### src/rtl/ssp_pkg.sv
package ssp_pkg;
  typedef enum logic [1:0] {
    REG_CTRL0 = 2'd0,
    REG_CTRL1 = 2'd1,
    REG_DATA  = 2'd2,
    REG_STAT  = 2'd3
  } reg_addr_e;

  localparam int ST_RX_NE  = 0;
  localparam int ST_TX_NF  = 1;
  localparam int ST_BUSY   = 2;
  localparam int ST_TX_SVC = 3;
  localparam int ST_RX_SVC = 4;
  localparam int ST_OVR    = 5;
  localparam int ST_BITS   = 6;

  localparam int C0_EN   = 4;
  localparam int C0_LOOP = 5;
  localparam int C0_DMA  = 6;
  localparam int C0_BITS = 7;
endpackage

### src/rtl/ssp_fifo.sv
module ssp_fifo #(
  parameter int W     = 16,
  parameter int DEPTH = 8,
  localparam int PW   = $clog2(DEPTH),
  localparam int CW   = $clog2(DEPTH + 1)
) (
  input  logic          clk,
  input  logic          rst_n,
  input  logic          flush,
  input  logic          push,
  input  logic [W-1:0]  din,
  input  logic          pop,
  output logic [W-1:0]  dout,
  output logic [CW-1:0] count,
  output logic          full,
  output logic          empty
);
  logic [PW-1:0] wr_q, wr_n, rd_q, rd_n;
  logic [CW-1:0] cnt_q, cnt_n;
  logic          do_push, do_pop;
  logic [W-1:0]  slots [DEPTH];

  assign full    = (cnt_q == CW'(DEPTH));
  assign empty   = (cnt_q == '0);
  assign do_push = push && !full && !flush;
  assign do_pop  = pop && !empty && !flush;
  assign count   = cnt_q;
  assign dout    = slots[rd_q];

  for (genvar i = 0; i < DEPTH; i++) begin : g_slot
    logic [W-1:0] slot_q;
    always_ff @(posedge clk) begin
      if (do_push && (wr_q == PW'(i))) slot_q <= din;
    end
    assign slots[i] = slot_q;
  end

  always_comb begin
    wr_n  = wr_q;
    rd_n  = rd_q;
    cnt_n = cnt_q;
    if (flush) begin
      wr_n  = '0;
      rd_n  = '0;
      cnt_n = '0;
    end else begin
      if (do_push) wr_n = (wr_q == PW'(DEPTH - 1)) ? '0 : wr_q + 1'b1;
      if (do_pop)  rd_n = (rd_q == PW'(DEPTH - 1)) ? '0 : rd_q + 1'b1;
      if (do_push && !do_pop)      cnt_n = cnt_q + 1'b1;
      else if (do_pop && !do_push) cnt_n = cnt_q - 1'b1;
    end
  end

  always_ff @(posedge clk or negedge rst_n) begin
    if (!rst_n) begin
      wr_q  <= '0;
      rd_q  <= '0;
      cnt_q <= '0;
    end else begin
      wr_q  <= wr_n;
      rd_q  <= rd_n;
      cnt_q <= cnt_n;
    end
  end


  full_hold_chk: assert property (@(posedge clk) disable iff (!rst_n)
    (full && push && !pop && !flush) |=> (count == CW'(DEPTH)));

  empty_pop_chk: assert property (@(posedge clk) disable iff (!rst_n)
    (empty && pop && !push && !flush) |=> empty);
endmodule

### src/rtl/ssp_shifter.sv
module ssp_shifter #(
  parameter int DW   = 16,
  parameter int DIVW = 8,
  localparam int SZW = $clog2(DW)
) (
  input  logic            clk,
  input  logic            rst_n,
  input  logic            en,
  input  logic            loopback,
  input  logic [SZW-1:0]  size_m1,
  input  logic [DIVW-1:0] div_m1,
  input  logic            tx_avail,
  input  logic [DW-1:0]   tx_data,
  input  logic            rxd,
  output logic            tx_pop,
  output logic            txd,
  output logic            active,
  output logic            rx_done,
  output logic [DW-1:0]   rx_word
);
  logic            active_q, active_n;
  logic [DW-1:0]   tx_sh_q, tx_sh_n, rx_sh_q, rx_sh_n;
  logic [SZW-1:0]  bits_q, bits_n, size_q, size_n;
  logic [DIVW-1:0] div_cnt_q, div_cnt_n, div_q, div_n;
  logic            tick, rx_bit;
  logic [DW-1:0]   rx_cat;

  assign tick   = active_q && (div_cnt_q == div_q);
  assign rx_bit = loopback ? tx_sh_q[DW-1] : rxd;
  assign rx_cat = {rx_sh_q[DW-2:0], rx_bit};

  always_comb begin
    active_n  = active_q;
    tx_sh_n   = tx_sh_q;
    rx_sh_n   = rx_sh_q;
    bits_n    = bits_q;
    size_n    = size_q;
    div_cnt_n = div_cnt_q;
    div_n     = div_q;
    tx_pop    = 1'b0;
    rx_done   = 1'b0;
    if (!en) begin
      active_n = 1'b0;
    end else if (!active_q) begin
      if (tx_avail) begin
        active_n  = 1'b1;
        tx_sh_n   = tx_data;
        rx_sh_n   = '0;
        bits_n    = size_m1;
        size_n    = size_m1;
        div_n     = div_m1;
        div_cnt_n = '0;
        tx_pop    = 1'b1;
      end
    end else if (tick) begin
      div_cnt_n = '0;
      rx_sh_n   = rx_cat;
      tx_sh_n   = {tx_sh_q[DW-2:0], 1'b0};
      if (bits_q == '0) begin
        active_n = 1'b0;
        rx_done  = 1'b1;
      end else begin
        bits_n = bits_q - 1'b1;
      end
    end else begin
      div_cnt_n = div_cnt_q + 1'b1;
    end
  end

  assign rx_word = rx_cat << (SZW'(DW - 1) - size_q);
  assign txd     = active_q & tx_sh_q[DW-1];
  assign active  = active_q;

  always_ff @(posedge clk or negedge rst_n) begin
    if (!rst_n) begin
      active_q  <= 1'b0;
      tx_sh_q   <= '0;
      rx_sh_q   <= '0;
      bits_q    <= '0;
      size_q    <= '0;
      div_cnt_q <= '0;
      div_q     <= '0;
    end else begin
      active_q  <= active_n;
      tx_sh_q   <= tx_sh_n;
      rx_sh_q   <= rx_sh_n;
      bits_q    <= bits_n;
      size_q    <= size_n;
      div_cnt_q <= div_cnt_n;
      div_q     <= div_n;
    end
  end


  txd_hold_chk: assert property (@(posedge clk) disable iff (!rst_n)
    (en && active_q && !tick) |=> $stable(txd));

  idle_low_chk: assert property (@(posedge clk) disable iff (!rst_n)
    (!active_q && !(en && tx_avail)) |=> (!txd || active_q));
endmodule

### src/rtl/ssp_regif.sv
module ssp_regif #(
  parameter int DW    = 16,
  parameter int DEPTH = 8,
  parameter int DIVW  = 8,
  parameter int BUSW  = 32
) (
  input  logic            clk,
  input  logic            rst_n,
  input  logic            bus_sel,
  input  logic            bus_wr,
  input  logic [1:0]      bus_addr,
  input  logic [BUSW-1:0] bus_wdata,
  output logic [BUSW-1:0] bus_rdata,
  output logic            txd,
  input  logic            rxd,
  output logic            irq_tx,
  output logic            irq_rx,
  output logic            irq_ovr,
  output logic            dma_tx_req,
  output logic            dma_rx_req
);
  import ssp_pkg::*;

  localparam int SZW    = $clog2(DW);
  localparam int CW     = $clog2(DEPTH + 1);
  localparam int HALF   = DEPTH / 2;
  localparam int MIN_M1 = 3;

  logic [C0_BITS-1:0] ctrl0_q, ctrl0_n;
  logic [DIVW-1:0]    ctrl1_q, ctrl1_n;
  logic               ovr_q, ovr_n;

  logic wr_hit, rd_hit, en, tx_push, rx_pop;
  logic tx_full, tx_empty, rx_full, rx_empty;
  logic [CW-1:0] tx_cnt, rx_cnt;
  logic [DW-1:0] tx_head, rx_head, rx_word;
  logic sh_pop, sh_active, sh_done;
  logic [SZW-1:0] size_m1;
  logic busy, tx_svc, rx_svc, dma_mode;
  logic [ST_BITS-1:0] status;

  assign wr_hit   = bus_sel && bus_wr;
  assign rd_hit   = bus_sel && !bus_wr;
  assign en       = ctrl0_q[C0_EN];
  assign dma_mode = ctrl0_q[C0_DMA];
  assign tx_push  = wr_hit && (bus_addr == REG_DATA);
  assign rx_pop   = rd_hit && (bus_addr == REG_DATA);
  assign size_m1  = (ctrl0_q[SZW-1:0] < SZW'(MIN_M1)) ? SZW'(MIN_M1)
                                                      : ctrl0_q[SZW-1:0];

  ssp_fifo #(.W(DW), .DEPTH(DEPTH)) i_tx_fifo (
    .clk, .rst_n, .flush(!en),
    .push(tx_push), .din(bus_wdata[DW-1:0]), .pop(sh_pop),
    .dout(tx_head), .count(tx_cnt), .full(tx_full), .empty(tx_empty)
  );

  ssp_fifo #(.W(DW), .DEPTH(DEPTH)) i_rx_fifo (
    .clk, .rst_n, .flush(!en),
    .push(sh_done), .din(rx_word), .pop(rx_pop),
    .dout(rx_head), .count(rx_cnt), .full(rx_full), .empty(rx_empty)
  );

  ssp_shifter #(.DW(DW), .DIVW(DIVW)) i_shifter (
    .clk, .rst_n, .en, .loopback(ctrl0_q[C0_LOOP]),
    .size_m1, .div_m1(ctrl1_q), .tx_avail(!tx_empty), .tx_data(tx_head),
    .rxd, .tx_pop(sh_pop), .txd, .active(sh_active),
    .rx_done(sh_done), .rx_word
  );

  assign busy   = en && (sh_active || !tx_empty);
  assign tx_svc = en && (tx_cnt <= CW'(HALF));
  assign rx_svc = en && (rx_cnt >= CW'(HALF));

  always_comb begin
    status            = '0;
    status[ST_RX_NE]  = !rx_empty;
    status[ST_TX_NF]  = !tx_full;
    status[ST_BUSY]   = busy;
    status[ST_TX_SVC] = tx_svc;
    status[ST_RX_SVC] = rx_svc;
    status[ST_OVR]    = ovr_q;
  end

  always_comb begin
    bus_rdata = '0;
    unique case (bus_addr)
      REG_CTRL0: bus_rdata[C0_BITS-1:0] = ctrl0_q;
      REG_CTRL1: bus_rdata[DIVW-1:0]    = ctrl1_q;
      REG_DATA:  bus_rdata[DW-1:0]      = rx_empty ? '0 : rx_head;
      REG_STAT:  bus_rdata[ST_BITS-1:0] = status;
      default:   bus_rdata = '0;
    endcase
  end

  always_comb begin
    ctrl0_n = ctrl0_q;
    ctrl1_n = ctrl1_q;
    ovr_n   = ovr_q;
    if (wr_hit && (bus_addr == REG_CTRL0)) ctrl0_n = bus_wdata[C0_BITS-1:0];
    if (wr_hit && (bus_addr == REG_CTRL1)) ctrl1_n = bus_wdata[DIVW-1:0];
    if (sh_done && rx_full)
      ovr_n = 1'b1;
    else if (wr_hit && (bus_addr == REG_STAT) && bus_wdata[ST_OVR])
      ovr_n = 1'b0;
  end

  always_ff @(posedge clk or negedge rst_n) begin
    if (!rst_n) begin
      ctrl0_q <= '0;
      ctrl1_q <= '0;
      ovr_q   <= 1'b0;
    end else begin
      ctrl0_q <= ctrl0_n;
      ctrl1_q <= ctrl1_n;
      ovr_q   <= ovr_n;
    end
  end

  assign irq_tx     = tx_svc && !dma_mode;
  assign irq_rx     = rx_svc && !dma_mode;
  assign dma_tx_req = tx_svc && dma_mode;
  assign dma_rx_req = rx_svc && dma_mode;
  assign irq_ovr    = ovr_q;


  ovr_set_chk: assert property (@(posedge clk) disable iff (!rst_n)
    (sh_done && rx_full) |=> irq_ovr);

  ovr_hold_chk: assert property (@(posedge clk) disable iff (!rst_n)
    (irq_ovr && !(wr_hit && (bus_addr == REG_STAT) && bus_wdata[ST_OVR])) |=> irq_ovr);

  flush_chk: assert property (@(posedge clk) disable iff (!rst_n)
    !en |=> (!busy && rx_empty && tx_empty));

  svc_route_chk: assert property (@(posedge clk) disable iff (!rst_n)
    $onehot0({irq_tx, dma_tx_req, irq_rx && dma_tx_req}) && $onehot0({irq_rx, dma_rx_req}));
endmodule

### config.mk
export PLATFORM = sky130hd
export DESIGN_NAME = ssp_regif
export DESIGN_NICKNAME = d
export VERILOG_FILES = /design/src/rtl/ssp_pkg.sv /design/src/rtl/ssp_fifo.sv /design/src/rtl/ssp_shifter.sv /design/src/rtl/ssp_regif.sv
export SDC_FILE = /design/constraint.sdc
export NUM_CORES = 1
export LEC_CHECK = 0
export BUFFER_PORTS_ARGS = -buffer_cell sky130_fd_sc_hd__buf_2
export CAP_MARGIN = 40
export CORE_ASPECT_RATIO = 0.8
export CORE_UTILIZATION = 64
export CTS_BUF_LIST = sky130_fd_sc_hd__clkbuf_8
export DETAILED_ROUTE_END_ITERATION = 10
export HOLD_SLACK_MARGIN = 0.02
export PLACE_DENSITY = 0.81
export SYNTH_ARGS = -nofsm -noshare
export SYNTH_HDL_FRONTEND = slang
export SYNTH_HIERARCHICAL = 1
export SYNTH_SLANG_ARGS = --single-unit
### constraint.sdc
create_clock -name clk -period 4.8 [get_ports clk]
set_clock_uncertainty 0.2 [all_clocks]
set_input_delay 0.24 -clock clk [delete_from_list [all_inputs] [get_ports clk]]
set_output_delay 0.24 -clock clk [all_outputs]
set_load 0.01 [all_outputs]
==> run_results.csv, run 1 <==
group,metric,value,unit
logic_synthesis,yosysSeqAreaShare,63.7,%
place,gp_congestion,0.850,
timing,tns,0,ns
critical_path,crit_required,5.06,ns
routing,drt_iter0_markers,887,
layout,antennaDiodeCount,0,
layout,syn_to_final_growth,12.0,%
timing,slew-limit-headroom,38.9,%
routing,vias,9011,
clock_tree,cts_tree,"yes",
timing,hold_violations,0,
layout,drive_above_1_share,28.3,%
clock_tree,ctsResizeCount,0,
timing,slew_violations,0,
logic_synthesis,synthArstFlopShare,26.4,%
critical_path,r2r_slack,1.01,ns
status,status,"completed",
timing,setup_viol,0,
timing,setup_slack,1.01,ns
global_route,grt_max_degree,48,
routing,dr.pass1.iters,5,
clock_tree,clock_latency,0.58,ns
routing,vias_per_cell,6.27,
routing,drc,0,
global_route,grt_pass1_wl,50800,µm
layout,fillers,1411,
timing,fmax,264,MHz
floorplan,rows,50,
critical_path,critical_path_class,"flop to flop",
routing,ant_nets,0,
pwr,powerDensity,363,nW/µm²
logic_synthesis,synthFlopType,"edfxtp_1",
layout,ff_latch_area,9990,µm²
logic_synthesis,yosys_warnings,6,
layout,multi_input_area,5220,µm²
critical_path,path_max_fanout,9,
critical_path,r2r_start,"i_shifter/div_cnt_q[3]$_DFFE_PN0P_",
clock_tree,cts.sinks,348,
clock_tree,cts_root_buf,"clkbuf_8",
logic_synthesis,synth-edff-count,256,
clock_tree,cts-htree-levels,2,
floorplan,die_h,142,µm
place,port_buffers,44,
logic_synthesis,ys_ff_latch,348,
pwr,p_leak,0.00654,µW
place,post-dp-hpwl,21500,µm
routing,wl_per_cell,22.8,µm
floorplan,die_area,25100,µm²
floorplan,ios,77,
critical_path,critPathLaunchType,"flop",
timing,post-route-period-util,78.9,%
logic_synthesis,synth_cell_types,72,
timing,rsz0062_at_grt,"false",
logic_synthesis,avgSynthCellArea,15.8,µm²
global_route,grt-ovfl-total,0,
critical_path,end_kind,"flop",
place,preCtsSetupSlack,1.09,ns
timing,worst_pin_slew,0.917,ns
layout,nets,1153,
global_route,track_usage,27.3,%
timing,min_period,3.79,ns
global_route,grt_pass1_vias,8866,
clock_tree,numCtsBuffers,52,
floorplan,coreArea,23700,µm²
critical_path,rr_endpoint,"i_rx_fifo/count[3]$_DFFE_PN0P_",
clock_tree,clock_path_buffers,3,
pwr,ir_drop,0.000183,V
logic_synthesis,synth_cells,990,
floorplan,die_w,177,µm
routing,drt_wl_total,32800,µm
global_route,antenna_found_initial,0,
run,maxCapViolCount,0,
critical_path,critPathArrivalTime,4.05,ns
floorplan,initial_core_util,66.1,%
logic_synthesis,synth_area,15700,µm²
critical_path,reg2regPathDepth,12,
min_path,min_path_type,"input pin to async pin",
clock_tree,clk_pin_slew_worst_paths,0.07,ns
## layer usage
layer	routed length [µm]	vias to the layer above	global-route usage, %
met5	0	-	0
met4	694	0	8.21
met3	2840	61	5.07
met2	14900	420	39.7
met1	14400	4553	42.2
li1	-	3977	-
## metrics by stage
stage | hold WS [ns] | power (µW) | instances | cell area (µm²) | utilization [%]
finish | 0.0225 | 6370 | 1438 | 17600 | 74.1
CTS | 0.0249 | 6400 | 1438 | 17600 | 74.1
global placement | 0.0830 | 4060 | 1303 | 16000 | 67.6
floorplan | -0.256 | 3920 | 1005 | 15700 | -
detailed placement | 0.0955 | 4090 | 1321 | 16300 | 69.0
global route | 0.0845 | 6600 | 1438 | 17600 | 74.1
## logic make-up after synthesis
| kind of cell | synth area share (%) |
|---|---|
| AOI/OAI and AO/OA | 6.65 |
| xor gates and xnor gates | 0.670 |
| adders and majority gates | 2.49 |
| buffers and inverters | 3.34 |
| DFF | 63.7 |
| muxes | 15.8 |
| other | 0.0239 |
| and+or+nand+nor | 7.28 |
## sequential cells by signal (all words and copies together), names as in the netlist, 7 cells and up
name                     cells
i_shifter/div_q              8
ctrl1_q                      8
i_shifter/rx_sh_q           15
ctrl0_q                      7
i_shifter/div_cnt_q          8
i_rx_fifo/g_slot.slot_q    128
i_tx_fifo/g_slot.slot_q    128
i_shifter/tx_sh_q           16
## power by group
part	switching (µW)	total, µW	internal, µW
combinational	309	550	241
sequential	145	3510	3370
clock	1090	2310	1210
## critical path, stage by stage, from the launching register on
cell       delay, ns
dfrtp_1         0.45
xnor2_1         0.22
nand4_2         0.21
nor2_4          0.32
and3_1          0.41
nor2b_1         0.36
and3_1          0.28
inv_1           0.08
ha_1            0.27
a21o_1          0.19
a2111oi_0       0.52
a311oi_2        0.09
o31ai_1         0.09
## how the worst max path moves through the flow
stage	startpoint	to	slack, ns
5_1_grt	i_shifter/div_cnt_q[3]$_DFFE_PN0P_	i_rx_fifo/count[3]$_DFFE_PN0P_	0.66
4_1_cts	i_shifter/div_cnt_q[3]$_DFFE_PN0P_	i_rx_fifo/count[3]$_DFFE_PN0P_	1.04
6_report	i_shifter/div_cnt_q[3]$_DFFE_PN0P_	i_rx_fifo/count[3]$_DFFE_PN0P_	1.01
3_3_place_gp	i_shifter/div_cnt_q[4]$_DFFE_PN0P_	i_rx_fifo/count[3]$_DFFE_PN0P_	1.14
2_1_floorplan	i_tx_fifo/count[0]$_DFFE_PN0P_	i_tx_fifo/count[3]$_DFFE_PN0P_	1.45
3_5_place_dp	i_shifter/div_cnt_q[4]$_DFFE_PN0P_	i_rx_fifo/count[3]$_DFFE_PN0P_	1.09
## layout make-up
type	count	area share [%]
inverter	35	0.748
sequential	348	56.9
clock inverter	38	1.18
tap	312	2.22
clock buffer	58	4.54
multi-input combinational	554	29.7
timing repair buffer	93	4.69
## Yosys cell counts, drive strengths merged (3+ instances only)
master,number,area [µm²]
or3,5,32.5
mux2,52,586
o21ai,26,134
a211oi,7,62.6
a21o,7,53.8
nand3,9,60.1
a21oi,30,150
buf,49,320
nand2b,16,100
nand4,3,31.3
o31ai,3,22.5
and3,14,87.6
nand2,73,282
a22oi,3,22.5
nor2,36,143
inv,35,131
a221oi,6,52.6
mux2i,23,230
and2,21,138
nor3,8,45.0
mux4,74,1670
dfrtp,92,2300
nor2b,12,82.6
nor4b,3,26.3
xnor2,12,105
a22o,17,168
o211ai,3,22.5
edfxtp,256,7690
ha,28,350
clkbuf,19,71.3
o221a,12,135
## what timing repair did
item,4_1_cts,5_1_grt
hold endpoints to repair,190,0
hold buffers,21,0
endpoints found under the setup margin,0,0
buffers inserted,0,0
## cell usage in the layout, fill, tap and decap left out, types with 7 or more instances in the layout
cell | synthesis | final
nor2_1 | 35 | 35
and2_1 | 18 | 18
nand2_1 | 72 | 72
clkbuf_8 | 0 | 58
dfrtp_1 | 92 | 89
buf_2 | 19 | 43
xnor2_1 | 12 | 12
conb_1 | 1 | 16
nor2b_1 | 11 | 11
o221a_2 | 12 | 12
mux4_2 | 74 | 74
a21oi_1 | 30 | 30
a22o_2 | 15 | 15
buf_8 | 0 | 10
mux2i_1 | 23 | 23
inv_1 | 35 | 59
dlygate4sd3_1 | 0 | 21
and3_1 | 14 | 14
edfxtp_1 | 256 | 256
o21ai_0 | 23 | 23
buf_4 | 22 | 13
nand2b_1 | 16 | 16
mux2_2 | 52 | 52
nor3_1 | 7 | 7
ha_1 | 28 | 28
Note: power is estimated with default switching activity, not from simulation.
==> run 2, diff against run 1 <==
Settings changed: ABC_AREA set to 1, CORE_UTILIZATION 64 to 58, PLACE_DENSITY 0.81 to 0.77.
Clock period 4.8 ns to 3.25 ns, I/O delays scaled along.
==> run 2 against run 1 <==
Global-route usage down 2.5 points. Critical endpoint is now bus_rdata[5]. Sequential share of layout area down 1.1 points. Count of clock-buffer cells in the layout down 2. Sequential power up 58%. Highest routed layer unchanged. Die area up 14%. Largest power group unchanged. Area after synthesis up 3.1%. Clock power up 45%. Worst hold slack worse by 0.023 ns. Combinational power rose to 4.8 times the previous value. Non-clock buffer count up 17. Register-to-register slack worse by 0.79 ns. Total power up 81%.
==> run_results.csv, run 2 <==
group,metric,value,unit
logic_synthesis,synth-edff-count,256,
clock_tree,cts.sinks,348,
clock_tree,clock_path_buffers,3,
logic_synthesis,synth_area,16200,µm²
logic_synthesis,synthArstFlopShare,26.4,%
logic_synthesis,yosys.area.top_type,"edfxtp_1",
critical_path,crit_path_cell_trace,"clkinv_2 > buf_4 > nand2_1 > nand2_1 > a21oi_1 > a31oi_1 > inv_1 > nor2_1 > o21ai_0 > nand2_1 > buf_2",
run,maxCapViolCount,0,
pwr,combPwrFrac,22.8,%
timing,rsz0062_at_grt,"true",
pwr,p_leak,0.00720,µW
global_route,grt_pass1_wl,55200,µm
routing,dr.pass1.iters,6,
pwr,p_seq_share,48.1,%
critical_path,r2r_slack,0.22,ns
clock_tree,clock_latency,0.59,ns
critical_path,rr_endpoint,"i_rx_fifo/count[3]$_DFFE_PN0P_",
logic_synthesis,synth_cell_types,43,
timing,slew-limit-headroom,44.2,%
layout,nets,1721,
critical_path,crit_required,2.89,ns
global_route,antenna_found_initial,0,
routing,drt_wl_total,34600,µm
pwr,intPower,7790,µW
place,post-dp-hpwl,21700,µm
routing,drt_iter0_markers,1141,
layout,multi_input_area,5290,µm²
layout,final_cell_area,17900,µm²
logic_synthesis,synth_cells,1563,
layout,final_common_cell,"nand2_1",
layout,antennaDiodeCount,0,
logic_synthesis,ys_ff_latch,348,
critical_path,end_kind,"output pin",
layout,fillers,2018,
layout,syn_to_final_growth,10.8,%
floorplan,rows,54,
floorplan,coreArea,27300,µm²
layout,ff_latch_area,9990,µm²
floorplan,die_area,28500,µm²
critical_path,max_stage_delay,0.43,ns
critical_path,critPathArrivalTime,2.71,ns
floorplan,die_w,189,µm
logic_synthesis,synth.top_cell.area_share,47.6,%
routing,ant_nets,0,
pwr,powerDensity,645,nW/µm²
critical_path,path_common_cell,"nand2_1",
timing,worst_pin_slew,0.835,ns
pwr,ir_drop,0.000464,V
floorplan,ios,77,
timing,setup_viol,0,
clock_tree,cts_tree,"yes",
routing,vias,11388,
logic_synthesis,yosys_warnings,6,
routing,drc,0,
global_route,grt_pass1_vias,10872,
pwr,power.switching,3760,µW
timing,slew_violations,0,
timing,hold_ws,0.0000142,ns
logic_synthesis,synth_most_common_cell,"nand2_1",
pwr,switching_share,32.5,%
global_route,track_usage,24.7,%
critical_path,r2r_start,"i_shifter/div_cnt_q[5]$_DFFE_PN0P_",
place,gp_congestion,0.845,
layout,top_regs,"i_rx_fifo/g_slot.slot_q x128, i_tx_fifo/g_slot.slot_q x128, i_shifter/tx_sh_q x16",
logic_synthesis,avgSynthCellArea,10.3,µm²
global_route,grt_max_degree,67,
layout,final_core_util,65.6,%
timing,fmax,325,MHz
pwr,clkPwrFrac,29.1,%
global_route,grt-ovfl-total,0,
pwr,total_power,11600,µW
critical_path,cp_slowest_cell,"dfrtp_2",
status,status,"completed",
clock_tree,numCtsBuffers,53,
critical_path,path_max_fanout,21,
logic_synthesis,synthFlopType,"edfxtp_1",
logic_synthesis,yosysSeqAreaShare,61.8,%
min_path,min_path_type,"input pin to async pin",
layout,drive_above_1_share,16.4,%
clock_tree,cts-htree-levels,2,
critical_path,reg2regPathDepth,21,
floorplan,die_h,151,µm
layout,layout_common_cells,"329 x nand2_1, 256 x edfxtp_1, 211 x nor2_1, 130 x o21ai_0, 99 x inv_1",
logic_synthesis,synthTopCellsByArea,"edfxtp_1 48%, dfrtp_1 14%, nand2_1 7.6%",
critical_path,critPathLaunchType,"flop",
timing,min_period,3.08,ns
timing,hold_violations,0,
timing,post-route-period-util,94.7,%
routing,wl_per_cell,16.8,µm
clock_tree,clk_pin_slew_worst_paths,0.07,ns
clock_tree,cts_root_buf,"clkbuf_8",
clock_tree,post_cts.repair.setup_buffers,0,
floorplan,initial_core_util,59.2,%
critical_path,critical_path_class,"flop to output pin",
logic_synthesis,ys_top_cells_by_count,"329 x nand2_1, 256 x edfxtp_1, 212 x nor2_1",
place,port_buffers,44,
routing,vias_per_cell,5.53,
place,place_area,16700,µm²
## run 2: cell count changes after synthesis, moves of 20 or more
| cell | before | now |
|---|---|---|
| o21ai_1 | 2 | 58 |
| a31oi_1 | 2 | 34 |
| inv_1 | 35 | 88 |
| o21ai_2 | 1 | 44 |
| mux2_2 | 52 | 0 |
| nor2_1 | 35 | 212 |
| o21ai_0 | 23 | 130 |
| nand2_1 | 72 | 329 |
| nand3_1 | 6 | 29 |
| buf_6 | 4 | 24 |
| mux4_2 | 74 | 0 |
## run 2: kinds of logic after synthesis
family	Yosys count	synth area share, %
muxes	15	0.929
adders and majority gates	30	2.42
buffers and inverters	192	6.30
DFF	348	61.8
other	1	0.0232
AOI/OAI and AO/OA	330	11.7
and+or+nand+nor	636	16.2
xor gates and xnor gates	11	0.596
## run 2: final cells by class
type / instances / area share (%)
Sequential cell: 348 / 55.8
Multi-Input combinational cell: 1038 / 29.5
Timing Repair Buffer: 110 / 4.44
Clock buffer: 56 / 4.30
Tap cell: 364 / 2.54
Inverter: 101 / 2.14
Clock inverter: 43 / 1.25
## run 2: stage by stage
step | setup TNS (ns) | worst slack [ns] | cells
after floorplan | -11.73 | -0.122 | 1578
after global placement | 0 | 0.213 | 1940
after detailed placement | 0 | 0.168 | 1940
after CTS | 0 | 0.0636 | 2060
after global routing | -0.0433 | -0.0433 | 2060
final | 0 | 0.173 | 2060
## run 2: what timing repair did
item	CTS	global route
gates resized for setup	0	4
hold buffers	21	0
hold endpoints to repair	210	0
endpoints found under the setup margin	0	2
## run 2: power by group through the flow
stage               registers [µW]  logic [µW]  clock network (µW)
finish                        5560        2630                3360
global route                  5600        2960                3600
CTS                           5550        2590                3400
detailed placement            5640        2560                   0
global placement              5630        2480                   0
floorplan                     5510        2130                   0
## run 2: routing by layer
layer	track usage, %	vias to the layer above	routed length [µm]
met5	0	-	0
met4	8.71	0	698
met3	3.57	66	2510
met2	38.4	441	15700
met1	36.0	5411	15700
li1	-	5470	-
## run 2: critical path, delay by kind of cell, from the launching register on
kind	cells	cell delay, ns
buffers and inverters	4	0.73
AO/OA/AOI/OAI	3	0.55
AND/OR/NAND/NOR	4	0.41
flip-flops	1	0.43
## run 2: how the worst max path moves through the flow
stage / endpoint / from / slack [ns] / cells past startpoint
after floorplan: i_rx_fifo/g_slot[4].slot_q[0]$_DFFE_PP_ / i_shifter/bits_q[0]$_DFFE_PN0P_ / -0.12 / 8
after global placement: i_rx_fifo/count[3]$_DFFE_PN0P_ / i_shifter/div_cnt_q[4]$_DFFE_PN0P_ / 0.21 / 20
after detailed placement: i_rx_fifo/count[3]$_DFFE_PN0P_ / i_shifter/div_cnt_q[4]$_DFFE_PN0P_ / 0.17 / 20
after CTS: bus_rdata[5] / i_rx_fifo/rd_q[0]$_DFFE_PN0P_ / 0.06 / 11
after global routing: i_rx_fifo/count[3]$_DFFE_PN0P_ / i_shifter/div_cnt_q[4]$_DFFE_PN0P_ / -0.04 / 21
final: bus_rdata[5] / i_rx_fifo/rd_q[0]$_DFFE_PN0P_ / 0.17 / 11
